### config.mk
export PLATFORM = sky130hd
export DESIGN_NAME = spi_fifo_irq_unit
export DESIGN_NICKNAME = d
export VERILOG_FILES = /design/src/rtl/spi_fifo_pkg.sv /design/src/rtl/spi_word_fifo.sv /design/src/rtl/spi_irq_status.sv /design/src/rtl/spi_fifo_irq_unit.sv
export SDC_FILE = /design/constraint.sdc
export NUM_CORES = 1
export LEC_CHECK = 0
export BUFFER_PORTS_ARGS = -buffer_cell sky130_fd_sc_hd__buf_2
export CAP_MARGIN = 5
export CORE_MARGIN = 5
export CORE_UTILIZATION = 45
export DETAILED_ROUTE_END_ITERATION = 10
export PLACE_DENSITY = 0.58
export SYNTH_ARGS = -nofsm -noshare
export SYNTH_HDL_FRONTEND = slang
export SYNTH_SLANG_ARGS = --single-unit
### constraint.sdc
create_clock -name clk -period 3.4 [get_ports clk]
set_clock_uncertainty 0.2 [all_clocks]
set_input_delay 0.85 -clock clk [delete_from_list [all_inputs] [get_ports clk]]
set_output_delay 0.85 -clock clk [all_outputs]
set_load 0.02 [all_outputs]
### src/rtl/spi_fifo_pkg.sv
package spi_fifo_pkg;
  localparam int ST_TX_EMPTY = 0;
  localparam int ST_TX_HALF  = 1;
  localparam int ST_TX_FULL  = 2;
  localparam int ST_RX_RDY   = 3;
  localparam int ST_RX_HALF  = 4;
  localparam int ST_RX_FULL  = 5;
  localparam int ST_RX_OVF   = 6;
  localparam int ST_DONE     = 7;
  localparam int ST_BITS     = 8;

  localparam int FLUSH_TX_BIT = 10;
  localparam int FLUSH_RX_BIT = 11;

  typedef enum logic [1:0] {
    REG_DATA = 2'd0,
    REG_IEN  = 2'd1,
    REG_STAT = 2'd2,
    REG_TEST = 2'd3
  } reg_sel_e;
endpackage

### src/rtl/spi_word_fifo.sv
module spi_word_fifo #(
  parameter int WIDTH = 32,
  parameter int DEPTH = 16,
  localparam int AW = $clog2(DEPTH),
  localparam int CW = AW + 1
) (
  input  logic             clk,
  input  logic             rst_n,
  input  logic             flush,
  input  logic             push,
  input  logic [WIDTH-1:0] wdata,
  input  logic             pop,
  output logic [WIDTH-1:0] rdata,
  output logic [CW-1:0]    count,
  output logic             full,
  output logic             empty
);
  logic [WIDTH-1:0] mem [DEPTH];
  logic [AW-1:0]    wr_ptr_q, wr_ptr_d, rd_ptr_q, rd_ptr_d;
  logic [CW-1:0]    cnt_q, cnt_d;
  logic             do_push, do_pop;

  assign full    = (cnt_q == CW'(DEPTH));
  assign empty   = (cnt_q == '0);
  assign do_push = push && !full;
  assign do_pop  = pop && !empty;

  always_comb begin
    wr_ptr_d = wr_ptr_q;
    rd_ptr_d = rd_ptr_q;
    cnt_d    = cnt_q;
    if (flush) begin
      wr_ptr_d = '0;
      rd_ptr_d = '0;
      cnt_d    = '0;
    end else begin
      if (do_push) wr_ptr_d = wr_ptr_q + 1'b1;
      if (do_pop)  rd_ptr_d = rd_ptr_q + 1'b1;
      if (do_push && !do_pop) cnt_d = cnt_q + 1'b1;
      if (do_pop && !do_push) cnt_d = cnt_q - 1'b1;
    end
  end

  always_ff @(posedge clk or negedge rst_n) begin
    if (!rst_n) begin
      wr_ptr_q <= '0;
      rd_ptr_q <= '0;
      cnt_q    <= '0;
    end else begin
      wr_ptr_q <= wr_ptr_d;
      rd_ptr_q <= rd_ptr_d;
      cnt_q    <= cnt_d;
    end
  end

  always_ff @(posedge clk) begin
    if (do_push && !flush) mem[wr_ptr_q] <= wdata;
  end

  assign rdata = mem[rd_ptr_q];
  assign count = cnt_q;
endmodule

### src/rtl/spi_irq_status.sv
module spi_irq_status
  import spi_fifo_pkg::*;
#(
  parameter int DEPTH = 16,
  localparam int CW   = $clog2(DEPTH) + 1,
  localparam int HALF = DEPTH / 2
) (
  input  logic               clk,
  input  logic               rst_n,
  input  logic [CW-1:0]      tx_cnt,
  input  logic [CW-1:0]      rx_cnt,
  input  logic               ovf_evt,
  input  logic               done_evt,
  input  logic               ien_we,
  input  logic               stat_we,
  input  logic [ST_BITS-1:0] wdata,
  output logic [ST_BITS-1:0] status,
  output logic [ST_BITS-1:0] ien,
  output logic               irq
);
  logic [ST_BITS-1:0] ien_q, ien_d;
  logic ovf_q, ovf_d, done_q, done_d;

  always_comb begin
    ien_d  = ien_q;
    ovf_d  = ovf_q;
    done_d = done_q;
    if (ien_we) ien_d = wdata;
    if (stat_we && wdata[ST_RX_OVF]) ovf_d  = 1'b0;
    if (stat_we && wdata[ST_DONE])   done_d = 1'b0;
    if (ovf_evt)  ovf_d  = 1'b1;
    if (done_evt) done_d = 1'b1;
  end

  always_ff @(posedge clk or negedge rst_n) begin
    if (!rst_n) begin
      ien_q  <= '0;
      ovf_q  <= 1'b0;
      done_q <= 1'b0;
    end else begin
      ien_q  <= ien_d;
      ovf_q  <= ovf_d;
      done_q <= done_d;
    end
  end

  always_comb begin
    status              = '0;
    status[ST_TX_EMPTY] = (tx_cnt == '0);
    status[ST_TX_HALF]  = (tx_cnt >= CW'(HALF));
    status[ST_TX_FULL]  = (tx_cnt == CW'(DEPTH));
    status[ST_RX_RDY]   = (rx_cnt != '0);
    status[ST_RX_HALF]  = (rx_cnt >= CW'(HALF));
    status[ST_RX_FULL]  = (rx_cnt == CW'(DEPTH));
    status[ST_RX_OVF]   = ovf_q;
    status[ST_DONE]     = done_q;
  end

  assign ien = ien_q;
  assign irq = |(status & ien_q);
endmodule

### src/rtl/spi_fifo_irq_unit.sv
module spi_fifo_irq_unit
  import spi_fifo_pkg::*;
#(
  parameter int WIDTH = 32,
  parameter int DEPTH = 16,
  localparam int CW   = $clog2(DEPTH) + 1
) (
  input  logic             clk,
  input  logic             rst_n,
  input  logic [1:0]       reg_addr,
  input  logic             reg_wr,
  input  logic             reg_rd,
  input  logic [31:0]      reg_wdata,
  output logic [31:0]      reg_rdata,
  input  logic             tx_pop,
  output logic [WIDTH-1:0] tx_data,
  output logic             tx_avail,
  input  logic             rx_push,
  input  logic [WIDTH-1:0] rx_data,
  input  logic             xfer_done,
  output logic             irq,
  output logic [CW-1:0]    tx_count,
  output logic [CW-1:0]    rx_count
);
  logic [1:0]         rst_sync_q;
  logic               rst_core_n;
  reg_sel_e           sel;
  logic               data_we, data_re, ien_we, stat_we, test_we;
  logic               flush_tx, flush_rx;
  logic [WIDTH-1:0]   tx_head, rx_head;
  logic               tx_full, tx_empty, rx_full, rx_empty;
  logic [ST_BITS-1:0] status, ien;

  always_ff @(posedge clk or negedge rst_n) begin
    if (!rst_n) rst_sync_q <= 2'b00;
    else        rst_sync_q <= {rst_sync_q[0], 1'b1};
  end
  assign rst_core_n = rst_sync_q[1];

  assign sel      = reg_sel_e'(reg_addr);
  assign data_we  = reg_wr && (sel == REG_DATA);
  assign data_re  = reg_rd && (sel == REG_DATA);
  assign ien_we   = reg_wr && (sel == REG_IEN);
  assign stat_we  = reg_wr && (sel == REG_STAT);
  assign test_we  = reg_wr && (sel == REG_TEST);
  assign flush_tx = test_we && reg_wdata[FLUSH_TX_BIT];
  assign flush_rx = test_we && reg_wdata[FLUSH_RX_BIT];

  spi_word_fifo #(.WIDTH(WIDTH), .DEPTH(DEPTH)) tx_fifo_i (
    .clk(clk), .rst_n(rst_core_n), .flush(flush_tx),
    .push(data_we), .wdata(reg_wdata[WIDTH-1:0]),
    .pop(tx_pop), .rdata(tx_head), .count(tx_count),
    .full(tx_full), .empty(tx_empty)
  );

  spi_word_fifo #(.WIDTH(WIDTH), .DEPTH(DEPTH)) rx_fifo_i (
    .clk(clk), .rst_n(rst_core_n), .flush(flush_rx),
    .push(rx_push), .wdata(rx_data),
    .pop(data_re), .rdata(rx_head), .count(rx_count),
    .full(rx_full), .empty(rx_empty)
  );

  spi_irq_status #(.DEPTH(DEPTH)) stat_i (
    .clk(clk), .rst_n(rst_core_n),
    .tx_cnt(tx_count), .rx_cnt(rx_count),
    .ovf_evt(rx_push && rx_full), .done_evt(xfer_done),
    .ien_we(ien_we), .stat_we(stat_we), .wdata(reg_wdata[ST_BITS-1:0]),
    .status(status), .ien(ien), .irq(irq)
  );

  assign tx_avail = !tx_empty;
  assign tx_data  = tx_empty ? '0 : tx_head;

  always_comb begin
    reg_rdata = '0;
    unique case (sel)
      REG_DATA: if (!rx_empty) reg_rdata[WIDTH-1:0] = rx_head;
      REG_IEN:  reg_rdata[ST_BITS-1:0] = ien;
      REG_STAT: reg_rdata[ST_BITS-1:0] = status;
      REG_TEST: begin
        reg_rdata[CW-1:0]    = tx_count;
        reg_rdata[2*CW-1:CW] = rx_count;
      end
      default: reg_rdata = '0;
    endcase
  end
endmodule

==> results of run 1 <==
==> flip-flops by register name, summed over array words and instances, names as in the netlist <==
| signal | cells |
|---|---|
| rx_fifo_i.mem | 512 |
| tx_fifo_i.mem | 512 |
| stat_i.ien | 8 |
| rx_fifo_i.count | 5 |
| tx_fifo_i.count | 5 |
| rx_fifo_i.rd_ptr_q | 4 |
| rx_fifo_i.wr_ptr_q | 4 |
| tx_fifo_i.rd_ptr_q | 4 |
| tx_fifo_i.wr_ptr_q | 4 |
| rst_sync_q | 2 |
| stat_i.done_q | 1 |
| stat_i.ovf_q | 1 |
==> worst max-delay path, stage by stage, from the launching register on <==
cell and delay (ps):
dfrtp_4 510, buf_12 190, buf_12 170, mux4_2 520, mux4_2 500, and2_4 190
buf_6 130
==> path summary, 6_finish.rpt <==
path | start | endpoint | slack (ps) | depth (start not counted)
max | tx_fifo_i.rd_ptr_q[0] | tx_data[6] | -560 | 6
min | rst_sync_q[0] | rst_sync_q[1] | 140 | 0
max reg2reg | rx_fifo_i.count[1] | rx_fifo_i.count[4] | 400 | 11
min reg2reg | rst_sync_q[0] | rst_sync_q[1] | 140 | 0
max in group asynchronous | rst_sync_q[1] | tx_fifo_i.rd_ptr_q[0] | 2070 | 0
min in group asynchronous | rst_sync_q[1] | rx_fifo_i.wr_ptr_q[1] | 220 | 0
==> Yosys cell counts, types with 3 or more instances <==
master | count | area share, %
nor4_1 | 4 | 0.060
a211o_1 | 3 | 0.063
nor2_1 | 57 | 0.52
or3_1 | 3 | 0.045
nor2b_1 | 26 | 0.39
a31oi_1 | 3 | 0.045
nor3_1 | 11 | 0.13
a21oi_1 | 21 | 0.25
clkbuf_1 | 70 | 0.63
mux2i_1 | 54 | 1.3
ha_1 | 18 | 0.54
and4_1 | 3 | 0.063
nand3_1 | 9 | 0.11
nand2_1 | 23 | 0.21
mux4_2 | 280 | 15
and3_1 | 4 | 0.060
o22ai_1 | 8 | 0.12
a21boi_0 | 3 | 0.054
buf_2 | 28 | 0.34
and2_1 | 39 | 0.59
dfrtp_1 | 38 | 2.3
buf_1 | 5 | 0.045
xor2_1 | 12 | 0.25
a22oi_1 | 9 | 0.16
nand4_1 | 3 | 0.045
edfxtp_1 | 1024 | 74
xnor2_1 | 5 | 0.11
mux2_2 | 14 | 0.38
a222oi_1 | 5 | 0.12
a211oi_1 | 45 | 0.81
o21ai_0 | 4 | 0.048
inv_1 | 12 | 0.11
==> power groups by stage <==
| stage | Clock (mW) | Sequential, mW | Combinational, mW |
|---|---|---|---|
| after detailed placement | 0 | 15.9 | 11.8 |
| after global placement | 0 | 15.9 | 11.7 |
| after global routing | 12.2 | 15.7 | 15.9 |
| after floorplan | 0 | 15.7 | 7.58 |
| after CTS | 11.6 | 15.6 | 14.1 |
| final | 11.4 | 15.6 | 14.9 |
==> what timing repair did <==
action	in CTS	in global routing
resized for setup	234	125
hold buffers	1	0
setup endpoints to repair	66	65
hold endpoints to repair	2	0
buffers inserted	63	18
pin swaps	48	49
gates cloned	8	10
==> per-layer routing <==
metal / global-route usage (%) / routed length [um] / vias up
met3: 4.58 / 6180 / 143
met1: 27.2 / 40500 / 11100
met4: 4.44 / 2070 / 6
met5: 0 / 33 / -
met2: 34.4 / 51000 / 552
li1: - / - / 8768
==> kinds of logic (layout without fill, tap and decap cells) <==
group | after synthesis | after routing | synth area share (%)
AOI/OAI and AO/OA | 121 | 121 | 2.07
xor gates and xnor gates | 17 | 17 | 0.359
adders and majority gates | 18 | 18 | 0.543
buffers and inverters | 117 | 620 | 1.18
DFF | 1062 | 1062 | 76.5
muxes | 349 | 349 | 16.9
other | 1 | 10 | 0.00904
and+or+nand+nor | 193 | 193 | 2.44
==> layout make-up <==
cell class                      count  area share (%)
Antenna cell                        9          0.0438
Clock inverter                     58           0.829
Inverter                           12          0.0875
Timing Repair Buffer              406            8.81
Multi-Input combinational cell    699            19.9
Sequential cell                  1062            61.6
Clock buffer                      144            5.76
Tap cell                         1186            2.88
==> impl_metrics.py, run 1 <==
metrics = {
    "cts": {
        "cts.sinks": 1062,
        "cts_tree": "yes",
        "clock_latency_ps": 680,
        "htreeDepth": 3,
        "clock_path_buffers": 3,
        "root_buffer": "clkbuf_16",
        "cts_buffers": 110,
        "clkTransAtPathRegs_ps": 60,
    },
    "layout": {
        "design_area_sq_um": 51500,
        "multi_input_area_sq_um": 10300,
        "area_delta_synth_final_pct": 24.1,
        "layoutNonFillerInstCount": 3576,
        "most-common-layout-cells": "edfxtp_1, mux4_2, buf_4",
        "fill_cells": 6793,
        "regArea_sq_um": 31700,
        "final_nets": 2382,
        "fin_util_pct": 56.2,
        "drive_gt1_share_pct": 42.6,
        "final_common_cell": "edfxtp_1",
    },
    "placement": {
        "place_area_sq_um": 45700,
        "placedCellCount": 3275,
        "place_ws_ps": -57.5,
        "dp_hpwl_um": 56600,
        "gp_congestion": 0.783,
        "port_buffers": 148,
    },
    "timing": {
        "period_share_pct": 116,
        "rsz0062_at_grt": "true",
        "tightest_slew_ps": 950,
        "setup_ws_ps": -556,
        "period_minus_slack_ps": 3960,
        "hold_viol_final": 0,
        "clock.fmax_mhz": 253,
        "slew-limit-headroom_pct": 36.7,
        "setup_tns_ps": -27980,
        "slew_viol_final": 0,
        "fin_hold_ws_ps": 141,
        "setup_viol": 64,
    },
    "run_status": {
        "violations": "setup timing",
        "outcome": "finished, violations left",
    },
    "power": {
        "seqPwrFrac_pct": 37.3,
        "p_per_area_nw_per_um2": 814,
        "cellLeakagePower_nw": 16.9,
        "internal_power_mw": 29.7,
        "peakVddDrop_v": 0.000436,
        "sw_frac_of_total_pct": 29.2,
        "totalPowerFinal_mw": 41.9,
        "p_clk_share_pct": 27.1,
        "power_switching_mw": 12.2,
        "pwr-share-comb_pct": 35.6,
    },
    "drt": {
        "first_pass_iters": 5,
        "num_vias": 20500,
        "drc": 0,
        "vias_per_cell": 5.74,
        "wire_per_inst_um": 27.9,
        "first_iter_violations": 1706,
        "ant_nets": 0,
        "routed_wl_um": 99800,
    },
    "synth": {
        "ys_seq_elements": 1062,
        "yosys_warnings": 0,
        "syn_nets": 1969,
        "netlist-cell-type-count": 57,
        "synth-main-ff-cell": "edfxtp_1",
        "synthCells": 1878,
        "synth_area_sq_um": 41500,
        "ys_seq_area_share_pct": 76.5,
        "avgSynthCellArea_sq_um": 22.1,
        "async_flop_share_pct": 3.58,
        "synth_edf_count": 1024,
    },
    "global_routing": {
        "grt_pass1_vias": 21600,
        "grt_max_degree": 47,
        "antenna_found_initial": 13,
        "grt-ovfl-total": 0,
        "grt_pass1_wl_um": 147000,
        "grt_util_all_layers_pct": 20.2,
    },
    "floorplanning": {
        "die_y_um": 314,
        "num_io_pins": 149,
        "core_area_sq_um": 91500,
        "start_util_pct": 45.3,
        "row_count": 111,
        "die-area_sq_um": 98300,
        "die_x_um": 314,
    },
    "worst_setup_path": {
        "cp_max_fo": 11,
        "crit_arrival_ps": 2910,
        "cp.required_ps": 2350,
        "cp-start-kind": "flop",
        "crit_type": "flop to output pin",
        "cp-end-kind": "output pin",
    },
    "worst_hold_path": {
        "hp-class": "flop to flop",
    },
    "job": {
        "cap_violations": 0,
    },
}
(Power assumes the default switching activity.)
==> inputs of run 2 (changes only) <==
--- a/config.mk
+++ b/config.mk
@@ -9,6 +9,7 @@
 export CAP_MARGIN = 5
 export CORE_MARGIN = 5
 export CORE_UTILIZATION = 45
+export CTS_BUF_LIST = sky130_fd_sc_hd__clkbuf_16
 export DETAILED_ROUTE_END_ITERATION = 10
 export PLACE_DENSITY = 0.58
 export SYNTH_ARGS = -nofsm -noshare
==> run 2 against run 1 <==
  * Global-route usage is essentially flat
  * Total power down 0.23%
  * The flow still finishes with violations (setup timing)
  * Largest cell class unchanged
  * Combinational power about the same
==> impl_metrics.py, run 2 (synthesis gave the netlist of run 1 again) <==
metrics = {
    "timing": {
        "setup_viol": 64,
        "period_minus_slack_ps": 3950,
        "slew_viol_final": 0,
        "rsz0062_at_grt": "true",
        "setup_ws_ps": -550,
        "tightest_slew_ps": 951,
        "fin_hold_ws_ps": 141,
        "slew-limit-headroom_pct": 36.6,
        "hold_viol_final": 0,
        "period_share_pct": 116,
        "clock.fmax_mhz": 253,
        "setup_tns_ps": -27790,
    },
    "drt": {
        "vias_per_cell": 5.74,
        "ant_nets": 0,
        "num_vias": 20500,
        "wire_per_inst_um": 27.9,
        "routed_wl_um": 99700,
        "drc": 0,
        "first_pass_iters": 5,
        "first_iter_violations": 1671,
    },
    "global_routing": {
        "grt_max_degree": 47,
        "grt_pass1_wl_um": 147000,
        "grt_pass1_vias": 21600,
        "antenna_found_initial": 13,
        "grt-ovfl-total": 0,
        "grt_util_all_layers_pct": 20.2,
    },
    "floorplanning": {
        "num_io_pins": 149,
        "core_area_sq_um": 91500,
        "die-area_sq_um": 98300,
        "row_count": 111,
        "die_y_um": 314,
        "start_util_pct": 45.3,
        "die_x_um": 314,
    },
    "worst_setup_path": {
        "slowest_stage": "mux4_2",
        "cp-end-kind": "output pin",
        "path_cells": "buf_12 -> buf_12 -> mux4_2 -> mux4_2 -> and2_4 -> buf_6",
        "cp-start-kind": "flop",
        "crit_type": "flop to output pin",
        "crit_arrival_ps": 2900,
        "cp.required_ps": 2350,
        "cp_max_fo": 11,
        "cpPeakStageDelay_ps": 520,
    },
    "job": {
        "cap_violations": 0,
    },
    "placement": {
        "gp_congestion": 0.783,
        "port_buffers": 148,
        "placedCellCount": 3275,
        "dp_hpwl_um": 56600,
    },
    "run_status": {
        "outcome": "finished, violations left",
        "violations": "setup timing",
    },
    "layout": {
        "most-common-layout-cells": "edfxtp_1, mux4_2, buf_4",
        "fin_util_pct": 56.2,
        "layoutNonFillerInstCount": 3577,
        "drive_gt1_share_pct": 42.6,
        "final_nets": 2382,
        "area_delta_synth_final_pct": 24.1,
        "final_common_cell": "edfxtp_1",
    },
    "cts": {
        "clkTransAtPathRegs_ps": 60,
        "cts.sinks": 1062,
        "htreeDepth": 3,
        "cts_tree": "yes",
        "root_buffer": "clkbuf_16",
        "cts_buffers": 110,
        "clock_latency_ps": 680,
        "clock_path_buffers": 3,
    },
    "worst_hold_path": {
        "hp-class": "flop to flop",
    },
    "power": {
        "p_per_area_nw_per_um2": 812,
        "totalPowerFinal_mw": 41.8,
        "peakVddDrop_v": 0.000435,
        "cellLeakagePower_nw": 17.0,
    },
}
==> run 2: changes by cell type in the layout (fill, tap and decap cells not counted) <==
cell,previous run,this run
inv_1,12,42
clkbuf_1,30,0
diode_2,9,10
==> run 2: routing by layer <==
metal / wire [um] / GRT usage (%) / vias up
met3: 5940 / 4.58 / 139
met1: 40800 / 27.2 / 11100
li1: - / - / 8769
met4: 2030 / 4.44 / 6
met2: 50900 / 34.4 / 552
met5: 33 / 0 / -
==> run 2: final timing paths <==
kind                            slack (ps)  depth (start not counted)                   from               endpoint
min in group asynchronous              220                          0          rst_sync_q[1]  rx_fifo_i.wr_ptr_q[1]
max in group asynchronous             2070                          0          rst_sync_q[1]  tx_fifo_i.rd_ptr_q[1]
worst min-delay path                   140                          0          rst_sync_q[0]          rst_sync_q[1]
worst max register to register         420                         11     rx_fifo_i.count[1]     rx_fifo_i.count[4]
worst min register to register         140                          0          rst_sync_q[0]          rst_sync_q[1]
worst max-delay path                  -550                          6  tx_fifo_i.rd_ptr_q[0]             tx_data[6]
==> run 2: critical path, delay by kind of cell, from the launching register on <==
family,cells,cell delay (ps)
multiplexers,2,1020
flip-flops,1,510
AND/OR/NAND/NOR,1,190
buffers and inverters,3,480
==> run 2: layout make-up <==
type                            instances  area (sq um)
Antenna cell                           10          25.0
Clock buffer                          114          2850
Clock inverter                         88           539
Fill cell                            6794         40100
Inverter                               12          45.0
Multi-Input combinational cell        699         10300
Sequential cell                      1062         31700
Tap cell                             1186          1480
Timing Repair Buffer                  406          4530
==> run 2: stage by stage <==
step	worst slack (ps)	instance area, sq um
2_1_floorplan	-341	41600
3_3_place_gp	-16.8	45700
3_5_place_dp	-57.5	45700
4_1_cts	-618	50800
5_1_grt	-667	51400
6_report	-550	51500
==> run 2: where the power goes <==
group / internal (mW) / total [mW] / switching, mW
logic: 7.93 / 14.9 / 6.98
clock network: 6.46 / 11.3 / 4.80
registers: 15.2 / 15.6 / 0.439
total: 29.6 / 41.8 / 12.2
==> run 2: what timing repair did <==
item                                   in CTS  in global routing
hold buffers                                1                  0
endpoints found under the hold margin       2                  0
setup buffers                              63                 18
gates resized for setup                   234                125
setup endpoints to repair                  66                 65
cloned                                      8                 10
pin swaps                                  48                 49
==> inputs of run 3 (changes only) <==
--- a/config.mk
+++ b/config.mk
@@ -11,6 +11,8 @@
 export CORE_UTILIZATION = 45
 export CTS_BUF_LIST = sky130_fd_sc_hd__clkbuf_16
 export DETAILED_ROUTE_END_ITERATION = 10
+export GPL_TIMING_DRIVEN = 0
+export MAX_ROUTING_LAYER = met4
 export PLACE_DENSITY = 0.58
 export SYNTH_ARGS = -nofsm -noshare
 export SYNTH_HDL_FRONTEND = slang
==> run 3 against run 2 <==
  * The flow still finishes with violations (setup timing)
  * Global-route usage grew 1.2 points
  * Wire length grew 4.6%
  * Via count grew 0.33%
  * First-iteration DRC count grew 24%
  * Register-to-register slack lost 320 ps
  * Combinational power is essentially flat
  * Worst setup slack lost 17 ps
  * Sequential power is essentially flat
  * Worst hold slack gained 31 ps
  * Critical path type unchanged
  * Largest power group unchanged
==> impl_metrics.py, run 3 (synthesis gave the netlist of run 1 again) <==
metrics = {
    "run_status": {
        "outcome": "finished, violations left",
        "violations": "setup timing",
    },
    "floorplanning": {
        "die-area_sq_um": 98300,
        "core_area_sq_um": 91500,
        "num_io_pins": 149,
        "die_y_um": 314,
        "die_x_um": 314,
        "start_util_pct": 45.3,
        "row_count": 111,
    },
    "timing": {
        "slew_viol_final": 0,
        "clock.fmax_mhz": 252,
        "rsz0062_at_grt": "true",
        "setup_ws_ps": -567,
        "setup_viol": 65,
        "slew-limit-headroom_pct": 32.2,
        "fin_hold_ws_ps": 172,
        "hold_viol_final": 0,
        "period_share_pct": 117,
        "tightest_slew_ps": 1020,
        "period_minus_slack_ps": 3970,
    },
    "worst_setup_path": {
        "cp-end-kind": "output pin",
        "cp.required_ps": 2350,
        "crit_type": "flop to output pin",
        "reg2reg_from": "rx_fifo_i.count[3]",
        "ff2ff_setup_slack_ps": 100,
        "reg2reg_depth": 6,
        "r2r_end": "rx_fifo_i.mem[0][0]",
        "crit_arrival_ps": 2920,
        "cp-start-kind": "flop",
        "cp_max_fo": 7,
    },
    "worst_hold_path": {
        "holdPathStages": 0,
        "hp-class": "flop to flop",
        "holdPathEnd": "rst_sync_q[1]",
        "hold_start": "rst_sync_q[0]",
    },
    "drt": {
        "ant_nets": 0,
        "first_pass_iters": 5,
        "drc": 0,
        "num_vias": 20600,
        "first_iter_violations": 2076,
        "vias_per_cell": 5.79,
        "routed_wl_um": 104000,
        "wire_per_inst_um": 29.3,
    },
    "global_routing": {
        "grt_max_degree": 37,
        "grt-ovfl-total": 0,
        "grt_pass1_vias": 21500,
        "antenna_found_initial": 15,
        "grt_pass1_wl_um": 148000,
        "grt_util_all_layers_pct": 21.4,
    },
    "job": {
        "cap_violations": 0,
    },
    "power": {
        "totalPowerFinal_mw": 41.6,
        "peakVddDrop_v": 0.000459,
        "cellLeakagePower_nw": 16.9,
        "p_per_area_nw_per_um2": 807,
    },
    "placement": {
        "gp_congestion": 0.812,
        "port_buffers": 147,
        "dp_hpwl_um": 64900,
        "place_ws_ps": -833,
        "place_area_sq_um": 45000,
    },
    "cts": {
        "cts.sinks": 1062,
        "cts_buffers": 107,
        "clock_path_buffers": 3,
        "clock_latency_ps": 660,
        "cts_tree": "yes",
        "htreeDepth": 3,
        "root_buffer": "clkbuf_16",
        "clkTransAtPathRegs_ps": 70,
    },
    "layout": {
        "final_common_cell": "edfxtp_1",
        "area_delta_synth_final_pct": 24.4,
        "final_nets": 2361,
        "regArea_sq_um": 31700,
        "fill_cells": 6664,
        "drive_gt1_share_pct": 42.0,
        "most-common-layout-cells": "edfxtp_1, mux4_2, clkbuf_16",
        "multi_input_area_sq_um": 10200,
        "design_area_sq_um": 51600,
    },
}
## run 3: critical path, cell delays in order, from the launching register on
cell and delay [ps]:
dfrtp_2 480, clkbuf_16 250, buf_16 150, mux4_2 550, mux4_2 490, and2_4 190, buf_6 130
## run 3: how the worst max path moves through the flow
stage / cells past startpoint / slack (ps) / startpoint / to
global route: 6 / -620 / tx_fifo_i.rd_ptr_q[0] / tx_data[6]
finish: 6 / -570 / tx_fifo_i.rd_ptr_q[0] / tx_data[6]
floorplan: 5 / -340 / reg_addr[0] / rx_fifo_i.mem[0][0]
CTS: 6 / -580 / tx_fifo_i.rd_ptr_q[0] / tx_data[2]
global placement: 6 / -2390 / reg_addr[0] / rx_fifo_i.mem[3][26]
detailed placement: 6 / -830 / rx_fifo_i.rd_ptr_q[2] / reg_rdata[11]
## run 3: metal layers
metal | up-vias | share of wire [%] | GRT usage (%)
met5 | - | 0 | -
met4 | 0 | 2.2 | 5.06
met3 | 173 | 6.6 | 5.10
met2 | 681 | 52 | 35.9
met1 | 11000 | 40 | 26.9
li1 | 8717 | - | -
## run 3: final cells by class
| class | count | share of cell area [%] |
|---|---|---|
| plain buffers | 94 | 2.26 |
| well taps | 1186 | 2.88 |
| repair buffers | 294 | 7.04 |
| clock buffers | 111 | 5.39 |
| inverters | 12 | 0.0922 |
| clock inverters | 85 | 0.932 |
| diodes | 13 | 0.0631 |
| flip-flops and latches | 1062 | 61.5 |
| multi-input cells | 699 | 19.9 |
## run 3: timing repair
| item | CTS | global route |
|---|---|---|
| pin swaps | 63 | 78 |
| endpoints found under the setup margin | 154 | 460 |
| endpoints found under the hold margin | 2 | 0 |
| setup buffers | 36 | 52 |
| gates resized for setup | 390 | 172 |
| gates cloned | 7 | 11 |
| hold buffers | 1 | 0 |
## run 3: per-stage QoR
stage	TNS [ps]	instances	utilization [%]
finish	-26520	3556	56.4
detailed placement	-251850	3254	49.1
global route	-32780	3555	56.4
CTS	-31960	3486	54.7
floorplan	-43660	1878	-
global placement	-1379740	3211	47.9
## run 3: where the power goes
part	total [mW]	switching [mW]	internal [mW]
sequential	15.6	0.424	15.2
clock	10.9	4.77	6.10
combinational	15.2	7.38	7.79
